## config.mk

```make
export PLATFORM = sky130hd
export DESIGN_NAME = edge_vote_top
export DESIGN_NICKNAME = d
export VERILOG_FILES = /design/src/rtl/dpv_pkg.sv /design/src/rtl/edge_pattern_classify.sv /design/src/rtl/request_tally.sv /design/src/rtl/vote_fsm.sv /design/src/rtl/edge_vote_top.sv
export SDC_FILE = /design/constraint.sdc
export NUM_CORES = 1
export LEC_CHECK = 0
export ABC_AREA = 1
export BUFFER_PORTS_ARGS = -buffer_cell sky130_fd_sc_hd__buf_4
export CORE_MARGIN = 5
export CORE_UTILIZATION = 54
export CTS_CLUSTER_SIZE = 14
export DETAILED_ROUTE_END_ITERATION = 6
export GPL_TIMING_DRIVEN = 1
export PLACE_DENSITY_LB_ADDON = 0.05
export SYNTH_ARGS = -nofsm -noshare
export SYNTH_HDL_FRONTEND = slang
export SYNTH_SLANG_ARGS = --single-unit
```

## constraint.sdc

```tcl
create_clock -name clk -period 11.31 [get_ports clk]
set_clock_uncertainty 0.2 [all_clocks]
set_input_delay 2.262 -clock clk [delete_from_list [all_inputs] [get_ports clk]]
set_output_delay 2.262 -clock clk [all_outputs]
set_load 0.1 [all_outputs]
```

## src/rtl/dpv_pkg.sv

```systemverilog
package dpv_pkg;

    // Verdict register encoding
    typedef enum logic [1:0] {
        V_HOLD = 2'd0,
        V_UP   = 2'd1,
        V_DOWN = 2'd2
    } vote_state_t;

    // Request produced by one slot classifier
    typedef struct packed {
        logic up;
        logic dn;
    } slot_req_t;

endpackage

```

## src/rtl/edge_pattern_classify.sv

```systemverilog
module edge_pattern_classify
    import dpv_pkg::*;
(
    input  logic      early_i,
    input  logic      center_i,
    input  logic      late_i,
    output slot_req_t req_o
);

    always_comb begin
        req_o = '0;
        unique case ({early_i, center_i, late_i})
            // edge before center sample: data arrives early, add delay
            3'b100, 3'b011: req_o.up = 1'b1;
            // edge after center sample: data arrives late, remove delay
            3'b001, 3'b110: req_o.dn = 1'b1;
            // flat or non-monotonic triplets carry no usable phase information
            default: req_o = '0;
        endcase
    end

endmodule

```

## src/rtl/request_tally.sv

```systemverilog
module request_tally #(
    parameter int LANES = 7,
    parameter int CW    = $clog2(LANES + 1)
) (
    input  logic [LANES-1:0] up_req_i,
    input  logic [LANES-1:0] dn_req_i,
    output logic [CW-1:0]    up_cnt_o,
    output logic [CW-1:0]    dn_cnt_o
);

    always_comb begin
        up_cnt_o = '0;
        dn_cnt_o = '0;
        for (int i = 0; i < LANES; i++) begin
            up_cnt_o = up_cnt_o + CW'(up_req_i[i]);
            dn_cnt_o = dn_cnt_o + CW'(dn_req_i[i]);
        end
    end

endmodule

```

## src/rtl/vote_fsm.sv

```systemverilog
module vote_fsm
    import dpv_pkg::*;
#(
    parameter int CW     = 3,
    parameter int MARGIN = 2
) (
    input  logic          clk,
    input  logic          rst,
    input  logic [CW-1:0] up_cnt_i,
    input  logic [CW-1:0] dn_cnt_i,
    output logic          vote_up_o,
    output logic          vote_dn_o
);

    localparam int SW = CW + 1;

    vote_state_t state_q, state_d;
    logic [SW-1:0] up_ext, dn_ext;
    logic          up_win, dn_win;

    assign up_ext = {1'b0, up_cnt_i};
    assign dn_ext = {1'b0, dn_cnt_i};
    assign up_win = up_ext >= (dn_ext + SW'(MARGIN));
    assign dn_win = dn_ext >= (up_ext + SW'(MARGIN));

    // Transition selection: every state may go to any state in one period
    always_comb begin
        if (up_win)      state_d = V_UP;
        else if (dn_win) state_d = V_DOWN;
        else             state_d = V_HOLD;
    end

    // State register
    always_ff @(posedge clk) begin
        if (rst) state_q <= V_HOLD;
        else     state_q <= state_d;
    end

    // Output decode
    always_comb begin
        vote_up_o = 1'b0;
        vote_dn_o = 1'b0;
        unique case (state_q)
            V_UP:    vote_up_o = 1'b1;
            V_DOWN:  vote_dn_o = 1'b1;
            V_HOLD:  ;
            default: ;
        endcase
    end

endmodule

```

## src/rtl/edge_vote_top.sv

```systemverilog
module edge_vote_top
    import dpv_pkg::*;
#(
    parameter int LANES  = 7,
    parameter int MARGIN = 2
) (
    input  logic             clk,
    input  logic             rst,
    input  logic [LANES-1:0] smp_early,
    input  logic [LANES-1:0] smp_center,
    input  logic [LANES-1:0] smp_late,
    output logic             vote_up,
    output logic             vote_dn
);

    localparam int CW = $clog2(LANES + 1);

    logic [LANES-1:0] up_req, dn_req;
    logic [CW-1:0]    up_cnt, dn_cnt;

    for (genvar g = 0; g < LANES; g++) begin : g_slot
        slot_req_t r;
        edge_pattern_classify u_cls (
            .early_i  (smp_early[g]),
            .center_i (smp_center[g]),
            .late_i   (smp_late[g]),
            .req_o    (r)
        );
        assign up_req[g] = r.up;
        assign dn_req[g] = r.dn;
    end

    request_tally #(.LANES(LANES), .CW(CW)) u_tally (
        .up_req_i (up_req),
        .dn_req_i (dn_req),
        .up_cnt_o (up_cnt),
        .dn_cnt_o (dn_cnt)
    );

    vote_fsm #(.CW(CW), .MARGIN(MARGIN)) u_fsm (
        .clk       (clk),
        .rst       (rst),
        .up_cnt_i  (up_cnt),
        .dn_cnt_i  (dn_cnt),
        .vote_up_o (vote_up),
        .vote_dn_o (vote_dn)
    );

endmodule

```

=== Yosys cells after proc, flatten, opt, wreduce, memory -nomap -nowiden ===
Index checks and enable logic that the tools add are counted.

* $add $sub $neg: 14
* Magnitude comparators: 2
* Eq/ne operators: 30
* Multiplexer cells: 18
* Reductions and logical operators: 15

{| class="wikitable"
|+ Operators by type and width
! operator !! count
|-
| == test 3 bit (second input constant) || 14
|-
| adder 3 x 1 -> 3 bit || 10
|-
| OR reduction 2 bit || 15
|-
| == test 3 x 1 -> 1 bit (second input constant) || 7
|-
| == test 3 x 2 -> 1 bit (second input constant) || 7
|-
| 2-to-1 mux 1 bit || 17
|-
| adder 3 x 2 -> 4 bit (second input constant) || 2
|-
| >= comparator 3 x 4 -> 1 bit || 2
|-
| adder 1 x 1 -> 2 bit || 2
|-
| == test 2 x 1 -> 1 bit (second input constant) || 1
|-
| == test 2 bit (second input constant) || 1
|-
| 2-to-1 mux 2 bit || 1
|}

* Register bits after elaboration: 2
* Input bits: 23
* Output and inout port bits: 2
* Word-level logic and storage cells: 81

=== Depth between registers and ports, before layout ===
Gate-level depths: netlist of the first run.

* Word-level depth: 13
* Depth in mapped cells: 18
* Gate-level depth less buffers: 18

=== Modules after synthesis ===
A second synthesis of the first run with hierarchy kept.

* Cells, all modules: 136
* Area, all modules: 789.5 sq um

{| class="wikitable"
|+ By module, submodules not included
! module !! times used !! cells each !! area each (sq um)
|-
| edge_pattern_classify || 7 || 10 || 41.3
|-
| vote_fsm || 1 || 42 || 280.3
|-
| request_tally || 1 || 24 || 220.2
|}

=== Worst setup path after synthesis of the first run ===
Ideal clock, no wire load.

* Kind: in2reg
* Start: input port smp_late[1]
* End: register u_fsm.state_q[1]
* Setup time: 0.113 ns
* Arrival time: 5.489 ns
* Data required time: 10.997 ns
* Path slack: 5.508 ns
* Cell stages on the path: 18
* Path buffers: 0
* Path through: inv_1 or2_4 a21oi_2 ha_1 fa_1 fa_1 ha_1 fa_1 xor2_1 ha_1 inv_1 ha_1 inv_1 nor2_1 nand2_1 nand2_1 nor2_1 nor2_1

* Word-level cells in the longest chain between the ends: 12
* Elaborated cells between the ends (all ways): 26
* Those cells by class: add/sub (14); order compare (2); eq/ne (4); mux (3); reduce/logical (3)

{| class="wikitable"
|+ Ends and longest elaborated chain
! what !! RTL line !! RTL
|-
| start, declared || edge_vote_top.sv:11 || <nowiki>input logic [LANES-1:0] smp_late,</nowiki>
|-
| == test 3 bit (tied with other cells) || edge_pattern_classify.sv:12 || <nowiki>unique case ({early_i, center_i, late_i})</nowiki>
|-
| OR reduction 2 bit || edge_pattern_classify.sv:12 ||
|-
| 2-to-1 mux 1 bit || edge_pattern_classify.sv:12 ||
|-
| adder 1 x 1 -> 2 bit, on equally long branches || request_tally.sv:15, request_tally.sv:16 ||
|-
| adder 3 x 1 -> 3 bit, on equally long branches (5 in series) || request_tally.sv:15, request_tally.sv:16 ||
|-
| adder 3 x 2 -> 4 bit, on equally long branches || vote_fsm.sv:24, vote_fsm.sv:23 ||
|-
| >= comparator 3 x 4 -> 1 bit, on equally long branches || vote_fsm.sv:24, vote_fsm.sv:23 ||
|-
| 2-to-1 mux 2 bit or OR reduction 2 bit (tied branches) || - ||
|-
| end signal, assigned || vote_fsm.sv:36 || <nowiki>else state_q <= state_d;</nowiki>
|-
| end, declared || vote_fsm.sv:17 || <nowiki>vote_state_t state_q, state_d;</nowiki>
|}

Several ways; a longest one is shown, not always the timed one.
A chain may end at the register's enable or synchronous reset.

=== Worst setup path after layout of the first run ===
* Start: input port smp_early[0]
* End: register u_fsm.state_q[1]

* Word-level cells in the longest chain between the ends: 12
* Elaborated cells between the ends (all ways): 26
* Those cells by class: add/sub (14); order compare (2); eq/ne (4); mux (3); reduce/logical (3)

{| class="wikitable"
|+ Ends and longest elaborated chain
! what !! RTL line !! RTL
|-
| start, declared || edge_vote_top.sv:9 || <nowiki>input logic [LANES-1:0] smp_early,</nowiki>
|-
| == test 3 bit (tied with other cells) || edge_pattern_classify.sv:12 ||
|-
| OR reduction 2 bit || edge_pattern_classify.sv:12 ||
|-
| 2-to-1 mux 1 bit || edge_pattern_classify.sv:12 ||
|-
| adder 1 x 1 -> 2 bit, on equally long branches || request_tally.sv:15, request_tally.sv:16 ||
|-
| adder 3 x 1 -> 3 bit, on equally long branches (5 in series) || request_tally.sv:15, request_tally.sv:16 ||
|-
| adder 3 x 2 -> 4 bit, on equally long branches || vote_fsm.sv:24, vote_fsm.sv:23 ||
|-
| >= comparator 3 x 4 -> 1 bit, on equally long branches || vote_fsm.sv:24, vote_fsm.sv:23 ||
|-
| 2-to-1 mux 2 bit or OR reduction 2 bit (tied branches) || - ||
|}

Several ways; a longest one is shown, not always the timed one.

==> summary.md, run 1 <==
| Metric | Value |
|---|---|
| P_sw | `78.7 uW` |
| CTS clk-pin slew, worst paths | `0.03 ns` |
| Placeable Area | `1320 um2` |
| Worst Setup Start Kind | `input port` |
| # Post-CTS Setup Buffers | `0` |
| Synth top area cells | `ha_1, fa_1, inv_1` |
| Root Driver | `clkbuf_4` |
| VDD IR-drop max | `102 uV` |
| Antenna viol nets, final | `0` |
| Die Y | `47.4 um` |
| Yosys warns | `0` |
| Most flops, register | `u_fsm.state_q` |
| Cells after Synth | `98` |
| Hold WC Path Type | `in2reg` |
| CP Max Fanout | `3` |
| Number of enable flip-flop cells after synthesis | `0` |
| DIE WIDTH | `47.4 um` |
| Dominant cell type by area after synthesis | `ha_1` |
| Switching Fraction | `52.5%` |
| Total grt overflow | `0` |
| Final setup margin | `5.44 ns` |
| CP top delay family | `adder cells` |
| Top flop regs | `u_fsm.state_q x2` |
| WL final | `1.50 mm` |
| Antenna violations before repair | `0` |
| RSZ-0062 raised after global routing | `false` |
| Area of the multi-input gates | `638 um2` |
| WS Path Type | `in2reg` |
| Hpwl dp | `1.41 mm` |
| Vias in the first global route | `662` |
| DRC viols | `0` |
| Detailed Routing Iterations Pass 1 | `2` |
| Final min period | `5.87 ns` |
| Net count after synthesis | `140` |
| Starting Density | `57.5%` |
| Max-cap violations | `0` |
| P_leak | `0.540 nW` |
| Status | `complete, no violations` |
| Number of flip-flops in the largest register | `2` |
| Filler cells | `104` |
| Register area | `40.0 um2` |
| Final nets | `169` |
| Fmax | `170 MHz` |
| Hold Path Depth | `2` |
| Post-CTS Hold Buffers | `0` |
| Worst slew pin tran | `0.280 ns` |
| Power Internal | `71.2 uW` |
| Arr. time, crit path | `5.82 ns` |
| Critical path required time | `11.26 ns` |
| Setup-failing EPs final | `0` |
| Flop pwr share | `7.0%` |
| H-tree depth | `1` |
| Top-count cell post-synth | `inv_1` |
| Synthesized area | `757 um2` |
| DR vias | `696` |
| CP Capture Type | `register` |
| Total track usage | `16.0%` |
| Clk pwr share | `10.5%` |
| Unique cell type count in the Yosys netlist | `15` |
| Routed length per instance | `10.7 um` |
| Die area | `2250 um2` |
| Starting DRT DRC Count | `5` |
| Row count | `13` |
| CP Cell Sequence | `buf_4 > or2_4 > a21oi_2 > ha_1 > fa_1 > fa_1 > ha_1 > fa_1 > xor2_1 > ha_1 > inv_1 > ha_1 > inv_1 > nor2_1 > nand2_1 > nand2_1 > nor2_1 > nor2_1` |
| Vias/cell | `4.97` |
| Synth Register Bits | `2` |
| Hold Startpoint | `rst` |
| CTS tree | `yes` |
| Num CTS Buffers | `3` |
| Layout cells sized above 1 | `43.2%` |
| Antenna cell count | `0` |
| Count of pins over their slew limit | `0` |
| Critical path's slowest cell | `fa_1` |
| CP most frequent cell | `ha_1` |
| Dominant synthesized flop cell | `dfxtp_1` |
| Relative slew slack | `81.5%` |
| Area delta synth->final | `29.3%` |
| Largest net degree at the start of global routing | `5` |
| Max Root-Sink Buffers | `2` |
| Port bufs | `24` |
| Avg Cell Area, Syn | `7.72 um2` |
| First-pass GRT wire length | `2.46 mm` |
| Final Hold Vio Count | `0` |
| Ports | `25` |
| # clock sinks | `2` |
| CTS resizes | `0` |
| Pwr Density | `153 nW/um2` |
| Hold endpoint | `u_fsm.state_q[0]` |
| Bufs and invs on worst path | `3` |
| Tcrit/Tclk final | `51.9%` |
| Post-synth top cells | `inv_1, ha_1, nand3_1` |
| Setup Slack @ Placement | `5.20 ns` |
| Synth async-reset ratio | `0%` |
| Setup_tns | `0 ns` |
| Logic pwr share | `82.5%` |
| Sequential fraction of the synthesis area | `5.29%` |
| Max incr delay on CP | `0.53 ns` |
| Final GP Congestion | `0.681` |
| Area share of the largest cell type after synthesis | `21.5%` |
==> placed cells by master (no fill, tap or decap) <==
master,count
buf_4,24
inv_1,17
ha_1,13
nand3_1,9
a21oi_1,8
nand2_1,8
or2_4,7
a21oi_2,7
o21ai_2,7
nor2_1,6
fa_1,6
inv_2,4
clkbuf_4,3
xor2_1,2
dfxtp_1,2
nand2_2,1
nor3_2,1
==> how the worst max path moves through the flow <==
stage | from | end | cells past startpoint
2_1_floorplan | smp_late[1] | u_fsm.state_q[1] | 18
3_3_place_gp | smp_early[0] | u_fsm.state_q[1] | 18
3_5_place_dp | smp_early[0] | u_fsm.state_q[1] | 18
4_1_cts | smp_early[0] | u_fsm.state_q[1] | 18
5_1_grt | smp_early[0] | u_fsm.state_q[1] | 18
6_report | smp_early[0] | u_fsm.state_q[1] | 18
==> logic make-up (layout without fill, tap and decap cells) <==
logic type | count (synthesis) | after routing | share of synthesized area, %
buffers and inverters | 21 | 48 | 10.4
adders and majority gates | 19 | 19 | 37.4
DFF | 2 | 2 | 5.29
AOI/OAI and AO/OA | 22 | 22 | 21.5
and+or+nand+nor | 32 | 32 | 23.1
xor gates and xnor gates | 2 | 2 | 2.31
==> metal layers <==
layer	global-route usage (%)	part of all wire, %
met2	30.7	59
met1	15.1	33
met4	11.0	3.1
met5	0	0
met3	2.63	4.9
==> power by group through the flow <==
| stage | clock network, mW | registers [mW] | logic (mW) |
|---|---|---|---|
| after floorplan | 0 | 0.0103 | 0.0978 |
| final | 0.0158 | 0.0105 | 0.124 |
| after CTS | 0.0161 | 0.0106 | 0.126 |
| after detailed placement | 0 | 0.0107 | 0.125 |
| after global placement | 0 | 0.0103 | 0.120 |
| after global routing | 0.0169 | 0.0106 | 0.142 |
==> cell type report <==
cell class,instances,share of cell area [%]
flip-flops and latches,2,4.09
clock buffers,3,2.30
well taps,15,1.92
inverters,21,8.06
multi-input cells,75,65.2
repair buffers,24,18.4
==> stage by stage <==
step | total power, mW | hold slack [ns] | util [%] | instances | cell area [um2]
after floorplan | 0.108 | 2.13 | - | 98 | 757
after global placement | 0.130 | 2.23 | 72.6 | 137 | 956
after detailed placement | 0.136 | 2.23 | 72.6 | 137 | 956
after CTS | 0.153 | 1.99 | 74.3 | 140 | 978
after global routing | 0.169 | 1.99 | 74.3 | 140 | 978
final | 0.150 | 2.00 | 74.3 | 140 | 978
No activity file was read; power rests on OpenSTA's default activity.
==> run 2, diff against run 1 <==
Settings changed: CORE_UTILIZATION 54 to 50.
Clock period 11.31 ns to 5.8 ns, I/O delays scaled along.
==> run 2 against run 1 <==
Compared with the run above: die area is 6.3% higher; global-route usage is 3.3 points lower; flip-flop and latch count stayed put; clock power is 100% higher; count of clock-buffer cells in the layout stayed put; first-iteration DRC count fell by 60%; hold slack got worse by 1.1 ns; design area up 0.13%; worst setup slack worse by 4.4 ns; via count increased by 0.29%; power is 97% higher; critical endpoint unchanged; highest routed layer unchanged.
==> summary.md, run 2 (synthesized netlist as in run 1, its figures left out) <==
| Metric | Value |
|---|---|
| Status | `complete, no violations` |
| Ports | `25` |
| Routed length per instance | `9.90 um` |
| Die area | `2390 um2` |
| CTS resizes | `0` |
| Largest net degree at the start of global routing | `5` |
| Flop pwr share | `7.0%` |
| Count of pins over their slew limit | `0` |
| Row count | `14` |
| CP Capture Type | `register` |
| Num CTS Buffers | `3` |
| DIE WIDTH | `48.9 um` |
| Antenna cell count | `0` |
| Worst Setup Start Kind | `input port` |
| Final GP Congestion | `0.792` |
| Most flops, register | `u_fsm.state_q` |
| Starting DRT DRC Count | `2` |
| DRC viols | `0` |
| Hpwl dp | `1.32 mm` |
| Relative slew slack | `81.6%` |
| Switching Fraction | `52.7%` |
| Post-route cell area | `980 um2` |
| Commonest non-fill, non-tap cell in the layout | `buf_4` |
| Die Y | `48.9 um` |
| Final nets | `169` |
| DR vias | `698` |
| Starting Density | `51.4%` |
| Final min period | `4.73 ns` |
| CP endpoint | `u_fsm.state_q[1]` |
| Crit. Startpoint | `smp_early[0]` |
| Placed inst area | `957 um2` |
| Post-CTS Hold Buffers | `0` |
| Dpl cells | `138` |
| CTS clk-pin slew, worst paths | `0.03 ns` |
| RSZ-0062 raised after global routing | `false` |
| WS Path Type | `in2reg` |
| Worst slew pin tran | `0.279 ns` |
| Final Hold Vio Count | `0` |
| Commonest cells after routing, fill and taps aside | `buf_4, inv_1, ha_1, nand3_1` |
| Filler cells | `134` |
| Vias/cell | `4.95` |
| Antenna viol nets, final | `0` |
| Detailed Routing Iterations Pass 1 | `3` |
| Pwr Density | `302 nW/um2` |
| Max Root-Sink Buffers | `2` |
| Logic pwr share | `82.4%` |
| Area of the multi-input gates | `638 um2` |
| Max-cap violations | `0` |
| Number of flip-flops in the largest register | `2` |
| # clock sinks | `2` |
| Fmax | `211 MHz` |
| Total track usage | `12.7%` |
| P_leak | `0.540 nW` |
| Critical path required time | `5.72 ns` |
| Finished Layout Cells | `141` |
| First-pass GRT wire length | `2.40 mm` |
| Power Internal | `140 uW` |
| Root Driver | `clkbuf_4` |
| Antenna violations before repair | `0` |
| Arr. time, crit path | `4.66 ns` |
| Port bufs | `24` |
| Setup-failing EPs final | `0` |
| # Post-CTS Setup Buffers | `0` |
| Register area | `40.0 um2` |
| WL final | `1.40 mm` |
| Top flop regs | `u_fsm.state_q x2` |
| Vias in the first global route | `631` |
| Layout cells sized above 1 | `43.2%` |
| Placeable Area | `1470 um2` |
| Area delta synth->final | `29.4%` |
| Total grt overflow | `0` |
| Setup_tns | `0 ns` |
| Clk pwr share | `10.7%` |
| Tcrit/Tclk final | `81.6%` |
| VDD IR-drop max | `157 uV` |
| H-tree depth | `1` |
| CTS tree | `yes` |
| P_sw | `156 uW` |
| Hold WC Path Type | `in2reg` |
| CP Max Fanout | `3` |
run 2: cell counts in the layout (fill, tap and decap cells not counted):
No cell type changed its count.
run 2: worst min path at each step:
stage | slack, ns | endpoint | cells after the start | start
floorplan | 1.03 | u_fsm.state_q[0] | 1 | rst
global placement | 1.12 | u_fsm.state_q[0] | 2 | rst
detailed placement | 1.15 | u_fsm.state_q[0] | 2 | rst
CTS | 0.91 | u_fsm.state_q[0] | 2 | rst
global route | 0.91 | u_fsm.state_q[0] | 2 | rst
finish | 0.90 | u_fsm.state_q[0] | 2 | rst
run 2: cell type report:
cell class	count	area share [%]
multi-input cells	75	65.1
repair buffers	24	18.4
flip-flops and latches	2	4.09
well taps	16	2.04
inverters	21	8.05
clock buffers	3	2.30
run 2: critical path, cell delays in order:
cell     delay (ns)
buf_4          0.12
or2_4          0.25
a21oi_2        0.12
ha_1           0.25
fa_1           0.52
fa_1           0.50
ha_1           0.23
fa_1           0.38
xor2_1         0.17
ha_1           0.29
inv_1          0.04
ha_1           0.26
inv_1          0.08
nor2_1         0.04
nand2_1        0.06
nand2_1        0.04
nor2_1         0.09
nor2_1         0.05
run 2: power groups by stage:
stage | sequential (mW) | clock (mW) | combinational [mW]
detailed placement | 0.0209 | 0 | 0.247
CTS | 0.0207 | 0.0321 | 0.249
global placement | 0.0202 | 0 | 0.235
floorplan | 0.0201 | 0 | 0.191
global route | 0.0210 | 0.0343 | 0.283
finish | 0.0206 | 0.0316 | 0.244
run 2: metal layers:
metal  part of all wire [%]  GRT usage (%)  wire length (um)  vias up
met5                      0              0                 0        -
met2                     52           20.4               719       18
met1                     41           13.9               566      298
met4                    4.2           11.7                58        0
li1                       -              -                 -      375
met3                    3.6           2.14                50        7
run 2: stage by stage:
stage	worst slack [ns]	power (mW)	util [%]	hold slack, ns
after floorplan	1.10	0.211	-	1.03
after global placement	0.887	0.255	65.1	1.12
after detailed placement	0.811	0.268	65.1	1.15
after CTS	1.03	0.302	66.6	0.908
after global routing	0.854	0.338	66.6	0.910
final	1.07	0.296	66.6	0.904
==> run 3, diff against run 2 <==
Settings changed: ABC_AREA 1 to 0, CORE_UTILIZATION 50 to 43.
Clock period 5.8 ns to 4.1 ns, I/O delays scaled along.
==> run 3 against run 2 <==
Compared with the run above: the run now ends with setup timing left; sequential share of layout area shrank 0.22 points; synthesized area shrank 11%; worst setup slack lost 1.1 ns; power grew 31%; hold slack lost 0.25 ns; sequential power grew 31%; die area grew 3.0%.
==> summary.md, run 3 <==
| Metric | Value |
|---|---|
| M1 WL | `464 um` |
| Total track usage | `12.2%` |
| Area share of the largest cell type after synthesis | `24.1%` |
| First-pass GRT wire length | `2.43 mm` |
| Routed wl met3 | `63 um` |
| Met2 WL post-DR | `835 um` |
| Starting Density | `44.9%` |
| Routed length per instance | `11.1 um` |
| Synthesized area | `676 um2` |
| Most flops, register | `u_fsm.state_q` |
| Antenna violations before repair | `0` |
| Number of enable flip-flop cells after synthesis | `0` |
| Final min period | `4.14 ns` |
| Number of flip-flops in the largest register | `2` |
| Yosys warns | `0` |
| Synth top area cells | `ha_1, fa_1, mux2i_1` |
| Dominant cell type by area after synthesis | `ha_1` |
| CP Capture Type | `register` |
| Worst slew pin tran | `0.274 ns` |
| DRC viols | `0` |
| Flop pwr share | `7.0%` |
| WL final | `1.38 mm` |
| Setup_tns | `-0.0423 ns` |
| Top-count cell post-synth | `ha_1` |
| Max Root-Sink Buffers | `2` |
| Switching Fraction | `45.1%` |
| Final Hold Vio Count | `0` |
| DIE WIDTH | `49.6 um` |
| Post-route cell area | `1030 um2` |
| CP Max Fanout | `2` |
| DR vias | `640` |
| Critical path required time | `4.01 ns` |
| Status | `finished, violations left` |
| Tcrit/Tclk final | `101%` |
| Starting DRT DRC Count | `3` |
| Unique cell type count in the Yosys netlist | `19` |
| P_leak | `0.547 nW` |
| Count of pins over their slew limit | `0` |
| Num CTS Buffers | `3` |
| Ports | `25` |
| Detailed Routing Iterations Pass 1 | `4` |
| Vias in the first global route | `656` |
| Die Y | `49.6 um` |
| Arr. time, crit path | `4.05 ns` |
| Antenna viol nets, final | `0` |
| Worst Setup Start Kind | `input port` |
| Filler cells | `121` |
| Row count | `14` |
| Port bufs | `24` |
| Fmax | `242 MHz` |
| H-tree depth | `1` |
| P_sw | `175 uW` |
| RSZ-0062 raised after global routing | `true` |
| Max-cap violations | `0` |
| Antenna cell count | `0` |
| WS Path Type | `in2reg` |
| Top Metal Used | `met4` |
| Die area | `2460 um2` |
| Setup Slack @ Placement | `-0.367 ns` |
| Failing checks | `setup timing` |
| Final nets | `153` |
| Final GP Congestion | `0.668` |
| Post-CTS Hold Buffers | `0` |
| Layout cells sized above 1 | `45.0%` |
| Vias/cell | `5.12` |
| # clock sinks | `2` |
| Relative slew slack | `81.5%` |
| Top flop regs | `u_fsm.state_q x2` |
| Commonest cells after routing, fill and taps aside | `buf_4, nand2_1, nor2_1, mux2i_1, ha_1` |
| Sequential fraction of the synthesis area | `5.93%` |
| Hold WC Path Type | `in2reg` |
| Avg Cell Area, Syn | `8.55 um2` |
| Synth async-reset ratio | `0%` |
| Dominant synthesized flop cell | `dfxtp_1` |
| Synth Register Bits | `2` |
| CTS tree | `yes` |
| CTS clk-pin slew, worst paths | `0.03 ns` |
| Placed inst area | `933 um2` |
| Largest net degree at the start of global routing | `5` |
| Post-synth top cells | `ha_1, nand2_1, mux2i_1, nand2b_1, nor2_1` |
| Placeable Area | `1510 um2` |
| Cells after Synth | `79` |
| Final setup margin | `-0.0382 ns` |
| Clk pwr share | `11.4%` |
| Overall Power | `387 uW` |
| Hpwl dp | `1.15 mm` |
| Commonest non-fill, non-tap cell in the layout | `buf_4` |
| VDD IR-drop max | `248 uV` |
| Setup-failing EPs final | `2` |
| Net count after synthesis | `121` |
| Area delta synth->final | `53.1%` |
| Logic pwr share | `81.7%` |
| Root Driver | `clkbuf_4` |
| Pwr Density | `374 nW/um2` |
| Total grt overflow | `0` |
| Power Internal | `212 uW` |
run 3: cell types whose count changed after synthesis, sizes merged, moves of 2 or more:
| cell | delta |
|---|---|
| nor2b | +2 |
| mux2i | +8 |
| nand2b | +10 |
| nor2 | +2 |
| nand3 | -9 |
| inv | -17 |
| or2 | -6 |
| nand2 | +3 |
| a21oi | -15 |
run 3: worst paths after layout:
| check | startpoint | end | slack, ns | cells after the start |
|---|---|---|---|---|
| worst max-delay path | smp_early[1] | u_fsm.state_q[1] | -0.04 | 15 |
| worst min-delay path | rst | u_fsm.state_q[1] | 0.65 | 3 |
run 3: area by class of cell:
class,count,area (um2),area share (%)
Multi-Input combinational cell,73,713,68.9
Sequential cell,2,40.0,3.87
Clock buffer,3,22.5,2.18
Tap cell,16,20.0,1.93
Timing Repair Buffer,27,221,21.4
Inverter,4,17.5,1.69
run 3: stage by stage:
step,hold WS [ns],util (%),instances
finish,0.652,68.7,125
global route,0.642,68.7,125
CTS,0.646,68.4,125
detailed placement,0.884,62.0,121
global placement,0.882,62.0,121
floorplan,0.792,-,79
run 3: cell families (layout without fill, tap and decap cells):
| logic type | after synthesis | in the layout | synth area share, % |
|---|---|---|---|
| compound gates | 10 | 10 | 9.63 |
| mux | 8 | 8 | 11.9 |
| flops | 2 | 2 | 5.93 |
| buf+inv | 4 | 34 | 2.22 |
| simple gates | 34 | 34 | 25.9 |
| xor+xnor | 2 | 2 | 2.59 |
| fa+ha+maj | 19 | 19 | 41.9 |
run 3: what timing repair did:
action,in CTS,in global routing
cloned,0,0
buffers inserted,1,0
setup endpoints to repair,2,2
pin swaps,15,4
resized for setup,12,1
run 3: critical path, stage by stage:
cell      delay, ns
buf_8          0.10
nand2b_4       0.13
mux2i_1        0.16
ha_1           0.27
fa_1           0.50
fa_1           0.42
ha_2           0.19
fa_2           0.37
xor2_2         0.17
ha_1           0.30
inv_2          0.07
ha_4           0.19
a21o_1         0.15
a31oi_1        0.18
a211oi_2       0.05
run 3: per-layer routing:
metal,up-vias,global-route usage (%)
met5,-,0
met1,296,12.5
li1,327,-
met3,3,0.904
met4,0,5.24
met2,14,24.4
run 3: power by group through the flow:
stage / Clock (mW) / Sequential, mW / Combinational [mW]
after CTS: 0.0464 / 0.0270 / 0.313
after global placement: 0 / 0.0271 / 0.267
after detailed placement: 0 / 0.0272 / 0.273
after global routing: 0.0523 / 0.0274 / 0.351
after floorplan: 0 / 0.0270 / 0.210
final: 0.0440 / 0.0269 / 0.316
